[src/rtl/vmon_pkg.sv]
package vmon_pkg;
  localparam int CTRL_W   = 8;
  localparam int BIT_DIR  = 7;
  localparam int BIT_REF  = 6;
  localparam int BIT_RDY  = 5;
  localparam int BIT_EN   = 4;
  localparam int LVL_W    = 4;
  localparam int N_LEVELS = 1 << LVL_W;
  localparam logic [LVL_W-1:0] EXT_CODE = LVL_W'(N_LEVELS - 1);
endpackage

[src/rtl/vmon_sync.sv]
module vmon_sync #(
  parameter int STAGES = 2
) (
  input  logic clk,
  input  logic rst,
  input  logic d_async,
  output logic q_sync
);
  logic [STAGES-1:0] sh_q;

  always_ff @(posedge clk) begin
    if (rst) sh_q <= '0;
    else     sh_q <= {sh_q[STAGES-2:0], d_async};
  end

  assign q_sync = sh_q[STAGES-1];
endmodule

[src/rtl/vmon_settle.sv]
module vmon_settle #(
  parameter int SETTLE_CYC = 16
) (
  input  logic clk,
  input  logic rst,
  input  logic en_nxt,
  output logic ready
);
  localparam int CW = (SETTLE_CYC > 1) ? $clog2(SETTLE_CYC) : 1;
  localparam logic [CW-1:0] LAST = CW'(SETTLE_CYC - 1);

  logic [CW-1:0] cnt_q;
  logic          rdy_q;

  // Counts edges while the next enable is high; a low enable clears the
  // count and ready together, so each new enable starts a full interval.
  always_ff @(posedge clk) begin
    if (rst || !en_nxt) begin
      cnt_q <= '0;
      rdy_q <= 1'b0;
    end else if (!rdy_q) begin
      if (cnt_q == LAST) rdy_q <= 1'b1;
      else               cnt_q <= cnt_q + CW'(1);
    end
  end

  assign ready = rdy_q;
endmodule

[src/rtl/vmon_detect.sv]
module vmon_detect
  import vmon_pkg::*;
#(
  parameter int SAMPLE_W = 8,
  parameter logic [SAMPLE_W-1:0] EXT_REF = 8'd128,
  parameter logic [15*SAMPLE_W-1:0] TRIP_TABLE = {
    8'd180, 8'd170, 8'd160, 8'd150, 8'd140, 8'd130, 8'd120, 8'd110,
    8'd100, 8'd90,  8'd80,  8'd70,  8'd60,  8'd50,  8'd40}
) (
  input  logic                clk,
  input  logic                rst,
  input  logic                dir_up,
  input  logic [LVL_W-1:0]    lvl,
  input  logic                ready,
  input  logic [SAMPLE_W-1:0] vdd_sample,
  input  logic [SAMPLE_W-1:0] ext_sample,
  input  logic                sample_vld,
  input  logic                flag_clr,
  input  logic                irq_en,
  output logic                evt_flag,
  output logic                irq
);
  logic [SAMPLE_W-1:0] thr_tab [N_LEVELS];

  for (genvar i = 0; i < N_LEVELS; i++) begin : g_thr
    if (i == N_LEVELS - 1) begin : g_ext
      assign thr_tab[i] = EXT_REF;
    end else begin : g_tab
      assign thr_tab[i] = TRIP_TABLE[i*SAMPLE_W +: SAMPLE_W];
    end
  end

  logic [SAMPLE_W-1:0] mon, thr;
  logic trip, fire, armed_q, flag_q, flag_d, irq_q;

  always_comb begin
    mon    = (lvl == EXT_CODE) ? ext_sample : vdd_sample;
    thr    = thr_tab[lvl];
    trip   = dir_up ? (mon >= thr) : (mon <= thr);
    fire   = sample_vld && ready && armed_q && trip;
    flag_d = fire || (flag_q && !flag_clr);
  end

  always_ff @(posedge clk) begin
    if (rst) begin
      armed_q <= 1'b1;
      flag_q  <= 1'b0;
      irq_q   <= 1'b0;
    end else begin
      if (!ready)          armed_q <= 1'b1;
      else if (fire)       armed_q <= 1'b0;
      else if (sample_vld && !trip) armed_q <= 1'b1;
      flag_q <= flag_d;
      irq_q  <= flag_d && irq_en;
    end
  end

  assign evt_flag = flag_q;
  assign irq      = irq_q;
endmodule

[src/rtl/vmon_ctrl.sv]
module vmon_ctrl
  import vmon_pkg::*;
#(
  parameter int SAMPLE_W    = 8,
  parameter int SETTLE_CYC  = 16,
  parameter int SYNC_STAGES = 2,
  parameter logic [SAMPLE_W-1:0] EXT_REF = 8'd128,
  parameter logic [15*SAMPLE_W-1:0] TRIP_TABLE = {
    8'd180, 8'd170, 8'd160, 8'd150, 8'd140, 8'd130, 8'd120, 8'd110,
    8'd100, 8'd90,  8'd80,  8'd70,  8'd60,  8'd50,  8'd40}
) (
  input  logic                clk,
  input  logic                rst,
  input  logic                wr_en,
  input  logic [7:0]          wr_data,
  output logic [7:0]          rd_data,
  input  logic                flag_clr,
  input  logic                irq_en,
  input  logic                ref_ok_in,
  input  logic [SAMPLE_W-1:0] vdd_sample,
  input  logic [SAMPLE_W-1:0] ext_sample,
  input  logic                sample_vld,
  output logic                evt_flag,
  output logic                irq
);
  logic             dir_q, en_q, en_nxt, ref_sync, ready;
  logic [LVL_W-1:0] lvl_q;
  logic             wr_unused;

  assign wr_unused = ^wr_data[BIT_REF:BIT_RDY];
  assign en_nxt    = wr_en ? wr_data[BIT_EN] : en_q;

  always_ff @(posedge clk) begin
    if (rst) begin
      dir_q <= 1'b0;
      en_q  <= 1'b0;
      lvl_q <= '0;
    end else if (wr_en) begin
      dir_q <= wr_data[BIT_DIR];
      en_q  <= wr_data[BIT_EN];
      lvl_q <= wr_data[LVL_W-1:0];
    end
  end

  vmon_sync #(.STAGES(SYNC_STAGES)) u_sync (
    .clk(clk), .rst(rst), .d_async(ref_ok_in), .q_sync(ref_sync)
  );

  vmon_settle #(.SETTLE_CYC(SETTLE_CYC)) u_settle (
    .clk(clk), .rst(rst), .en_nxt(en_nxt), .ready(ready)
  );

  vmon_detect #(
    .SAMPLE_W(SAMPLE_W), .EXT_REF(EXT_REF), .TRIP_TABLE(TRIP_TABLE)
  ) u_detect (
    .clk(clk), .rst(rst), .dir_up(dir_q), .lvl(lvl_q), .ready(ready),
    .vdd_sample(vdd_sample), .ext_sample(ext_sample),
    .sample_vld(sample_vld), .flag_clr(flag_clr), .irq_en(irq_en),
    .evt_flag(evt_flag), .irq(irq)
  );

  always_comb begin
    rd_data            = '0;
    rd_data[BIT_DIR]   = dir_q;
    rd_data[BIT_REF]   = ref_sync;
    rd_data[BIT_RDY]   = ready;
    rd_data[BIT_EN]    = en_q;
    rd_data[LVL_W-1:0] = lvl_q;
  end
endmodule

[config.mk]
export PLATFORM = sky130hd
export DESIGN_NAME = vmon_ctrl
export DESIGN_NICKNAME = d
export VERILOG_FILES = /design/src/rtl/vmon_pkg.sv /design/src/rtl/vmon_sync.sv /design/src/rtl/vmon_settle.sv /design/src/rtl/vmon_detect.sv /design/src/rtl/vmon_ctrl.sv
export SDC_FILE = /design/constraint.sdc
export NUM_CORES = 1
export LEC_CHECK = 0
export BUFFER_PORTS_ARGS = -buffer_cell sky130_fd_sc_hd__buf_4
export CAP_MARGIN = 20
export CORE_UTILIZATION = 49
export DETAILED_ROUTE_END_ITERATION = 8
export PLACE_DENSITY = 0.79
export SYNTH_ARGS = -nofsm -noshare
export SYNTH_HDL_FRONTEND = slang
export SYNTH_SLANG_ARGS = --single-unit
[constraint.sdc]
create_clock -name clk -period 3 [get_ports clk]
set_clock_uncertainty 0.15 [all_clocks]
set_input_delay 0.45 -clock clk [delete_from_list [all_inputs] [get_ports clk]]
set_output_delay 0.45 -clock clk [all_outputs]
set_load 0.02 [all_outputs]
==> impl_metrics.sql <==
INSERT INTO impl_metrics (metric_group, metric, value, unit) VALUES
('outcome', 'outcome', 'complete, no violations', ''),
('logic_synthesis', 'postSynthAreaPerCell', '9.16', 'um2'),
('timing', 'period_needed', '2790', 'ps'),
('logic_synthesis', 'post_synth_and_or_nand_nor_area_fraction', '0.157', ''),
('logic_synthesis', 'yosys.area_share.xor_xnor', '0.0156', ''),
('finish', 'post_layout_nets', '203', ''),
('hold_path', 'holdCritStartpoint', 'ref_ok_in', ''),
('logic_synthesis', 'post_synth_num_cell_types', '35', ''),
('die', 'start_util', '0.546', ''),
('finish', 'areaGrowthSynthToFinish', '28.2', '%'),
('worst_setup_path', 'worstPathMaxFanout', '8', ''),
('finish', 'final.fill_count', '177', ''),
('logic_synthesis', 'synth-compound-area-share', '0.172', ''),
('worst_setup_path', 'regToRegStartpoint', 'lvl_q[0]', ''),
('logic_synthesis', 'synth_area', '1130', 'um2'),
('global_routing', 'first_global_vias', '931', ''),
('hold_path', 'worstHoldPathType', 'in -> reg', ''),
('timing', 'slew-limit-headroom', '0.709', ''),
('worst_setup_path', 'cp_common_cell', 'ha_1', ''),
('cts', 'clk_path_buf_depth', '2', ''),
('worst_setup_path', 'cpMaxStageDelayCell', 'dfxtp_1', ''),
('placed_design', 'place.detailed.hpwl', '1890', 'um'),
('drt', 'postRouteAntennaNets', '0', ''),
('logic_synthesis', 'synth_sequential_area_ratio', '0.284', ''),
('power_and_ir_drop', 'cellLeakagePower', '0.000668', 'uW'),
('placed_design', 'buffer_ports.inserted', '38', ''),
('cts', 'cts_tree', 'built', ''),
('drt', 'detailroute.via_count', '967', ''),
('die', 'ios', '41', ''),
('finish', 'final_layout_size_suffix_gt1_frac', '0.361', ''),
('drt', 'wire_length_per_cell', '12.4', 'um'),
('drt', 'viasPerCell', '5.23', ''),
('cts', 'root_buffer', 'clkbuf_4', ''),
('cts', 'cts_made_buffers', '3', ''),
('finish', 'ff_latch_area', '320', 'um2'),
('timing', 'tightestPinTransition', '434', 'ps'),
('drt', 'wl', '2290', 'um'),
('logic_synthesis', 'synth_top_family_by_area', 'compound AO/OA/AOI/OAI gates', ''),
('timing', 'finalCritPeriodShare', '0.931', ''),
('run', 'maxCapViolations', '0', ''),
('placed_design', 'instance_area_after_placement', '1410', 'um2'),
('power_and_ir_drop', 'finalPower', '493', 'uW'),
('logic_synthesis', 'syn_nets', '167', ''),
('drt', 'drt-initial-drc-count', '7', ''),
('timing', 'slew_viol_final', '0', ''),
('cts', 'post_cts.resized_instances', '0', ''),
('power_and_ir_drop', 'power_density', '342', 'nW/um2'),
('worst_setup_path', 'r2r_end', 'u_detect.armed_q', ''),
('cts', 'holdBufCountCts', '0', ''),
('worst_setup_path', 'arrival', '2820', 'ps'),
('die', 'core', '2060', 'um2'),
('worst_setup_path', 'timing.critical_path.from_type', 'register', ''),
('drt', 'detail_route.first_pass.iterations', '4', ''),
('cts', 'clock_latency', '290', 'ps'),
('cts', 'cts_post_setup_buffers_inserted', '0', ''),
('global_routing', 'grt_first_pass_wirelength', '3750', 'um'),
('logic_synthesis', 'syn_warnings', '0', ''),
('cts', 'cts.reportedPaths.clkPinSlew', '90', 'ps'),
('finish', 'final_cells', '185', ''),
('finish', 'multi_input_area', '719', 'um2'),
('worst_setup_path', 'critical-path-top-delay-family', 'compound AO/OA/AOI/OAI gates', ''),
('finish', 'finalCoreUtilization', '0.700', ''),
('timing', 'maximum_frequency_from_static_timing_analysis', '0.358', 'GHz'),
('logic_synthesis', 'synth_seq_cells', '16', ''),
('finish', 'finalInstanceArea', '1440', 'um2'),
('power_and_ir_drop', 'peakVddDrop', '0.349', 'mV'),
('worst_setup_path', 'critical_path_class', 'reg -> reg', ''),
('global_routing', 'grt_usage', '0.199', ''),
('die', 'floorplan.die_area', '2490', 'um2'),
('worst_setup_path', 'cp-end-kind', 'register', ''),
('worst_setup_path', 'required', '3030', 'ps');
==> placed cells by master (no fill, tap or decap), types with 3 or more instances in the layout <==
master    count
o21ai_0       4
dfxtp_1      16
clkbuf_4      3
a21oi_1       7
nand3_1       4
buf_4        40
ha_1         13
mux2i_1       9
inv_1         9
mux2_2        7
nor2_1       10
nand2_1       7
==> synthesized netlist by cell type, drive strengths merged <==
cell	number	area, um2
xor2	1	8.76
nor3	1	5.00
dfxtp	16	320
and4	1	8.76
o31ai	1	7.51
a211o	1	8.76
a31oi	1	6.26
buf	5	37.5
a2111oi	1	27.5
a21oi	8	43.8
inv	9	33.8
nand4	2	12.5
a31o	1	8.76
mux2i	9	90.1
mux2	7	78.8
a211oi	3	32.5
o22ai	1	6.26
nand3	5	37.5
or2	1	6.26
nor4bb	1	10.0
ha	13	163
nand3b	1	7.51
xnor2	1	8.76
clkbuf	4	15.0
nand2	7	26.3
a21o	2	15.0
o211a	1	10.0
nand2b	2	12.5
o21ai	4	20.0
nor2	10	37.5
o211ai	1	7.51
nor2b	2	12.5
==> logic make-up (layout without fill, tap and decap cells) <==
| kind of cell | count (synthesis) | count (layout) |
|---|---|---|
| xor+xnor | 2 | 2 |
| compound gates | 25 | 25 |
| flops | 16 | 16 |
| simple gates | 33 | 33 |
| buf+inv | 18 | 53 |
| mux | 16 | 16 |
| fa+ha+maj | 13 | 13 |
==> power by group <==
| group | internal, uW | total (uW) | switching (uW) |
|---|---|---|---|
| clock | 73.9 | 139 | 65.2 |
| combinational | 65.9 | 126 | 60.4 |
| sequential | 219 | 228 | 8.47 |
==> through the flow <==
stage | hold WS [ps] | setup slack (ps)
2_1_floorplan | 264 | 282
3_3_place_gp | 276 | 308
3_5_place_dp | 298 | 239
4_1_cts | 229 | 199
5_1_grt | 228 | 6.99
6_report | 233 | 208
==> flip-flops by register name, indices dropped and copies added (netlist names) <==
register and cells:
lvl_q 4, u_settle.cnt_q 4, u_sync.sh_q 2, dir_q 1
en_q 1, u_detect.armed_q 1, u_detect.evt_flag 1, u_detect.irq 1
u_settle.ready 1
==> how the worst max path moves through the flow <==
stage,startpoint,end,slack [ps],depth (start not counted)
2_1_floorplan,lvl_q[1],u_detect.armed_q,280,8
3_3_place_gp,lvl_q[0],u_detect.armed_q,310,8
3_5_place_dp,lvl_q[0],u_detect.armed_q,240,8
4_1_cts,lvl_q[0],u_detect.armed_q,200,8
5_1_grt,lvl_q[0],u_detect.armed_q,7,11
6_report,lvl_q[0],u_detect.armed_q,210,8
==> worst reg2reg max path, stage by stage, from the launching register on <==
cell	delay (ps)
dfxtp_1	440
ha_1	310
nand3_4	170
mux2_2	330
ha_1	330
nand4_1	220
a2111oi_4	430
inv_1	80
a31o_1	220
==> cell type report <==
cell class	count	area share
Tap cell	27	0.0234
Timing Repair Buffer	40	0.208
Clock buffer	4	0.0251
Sequential cell	16	0.222
Multi-Input combinational cell	89	0.498
Inverter	9	0.0234
==> layer usage <==
layer	vias to the layer above	part of all wire	global-route usage
li1	503	-	-
met1	434	0.41	0.206
met2	25	0.54	0.385
met3	5	0.034	0.0309
met4	0	0.020	0.0905
met5	-	0	0
Power figures use the tool's default switching activity.
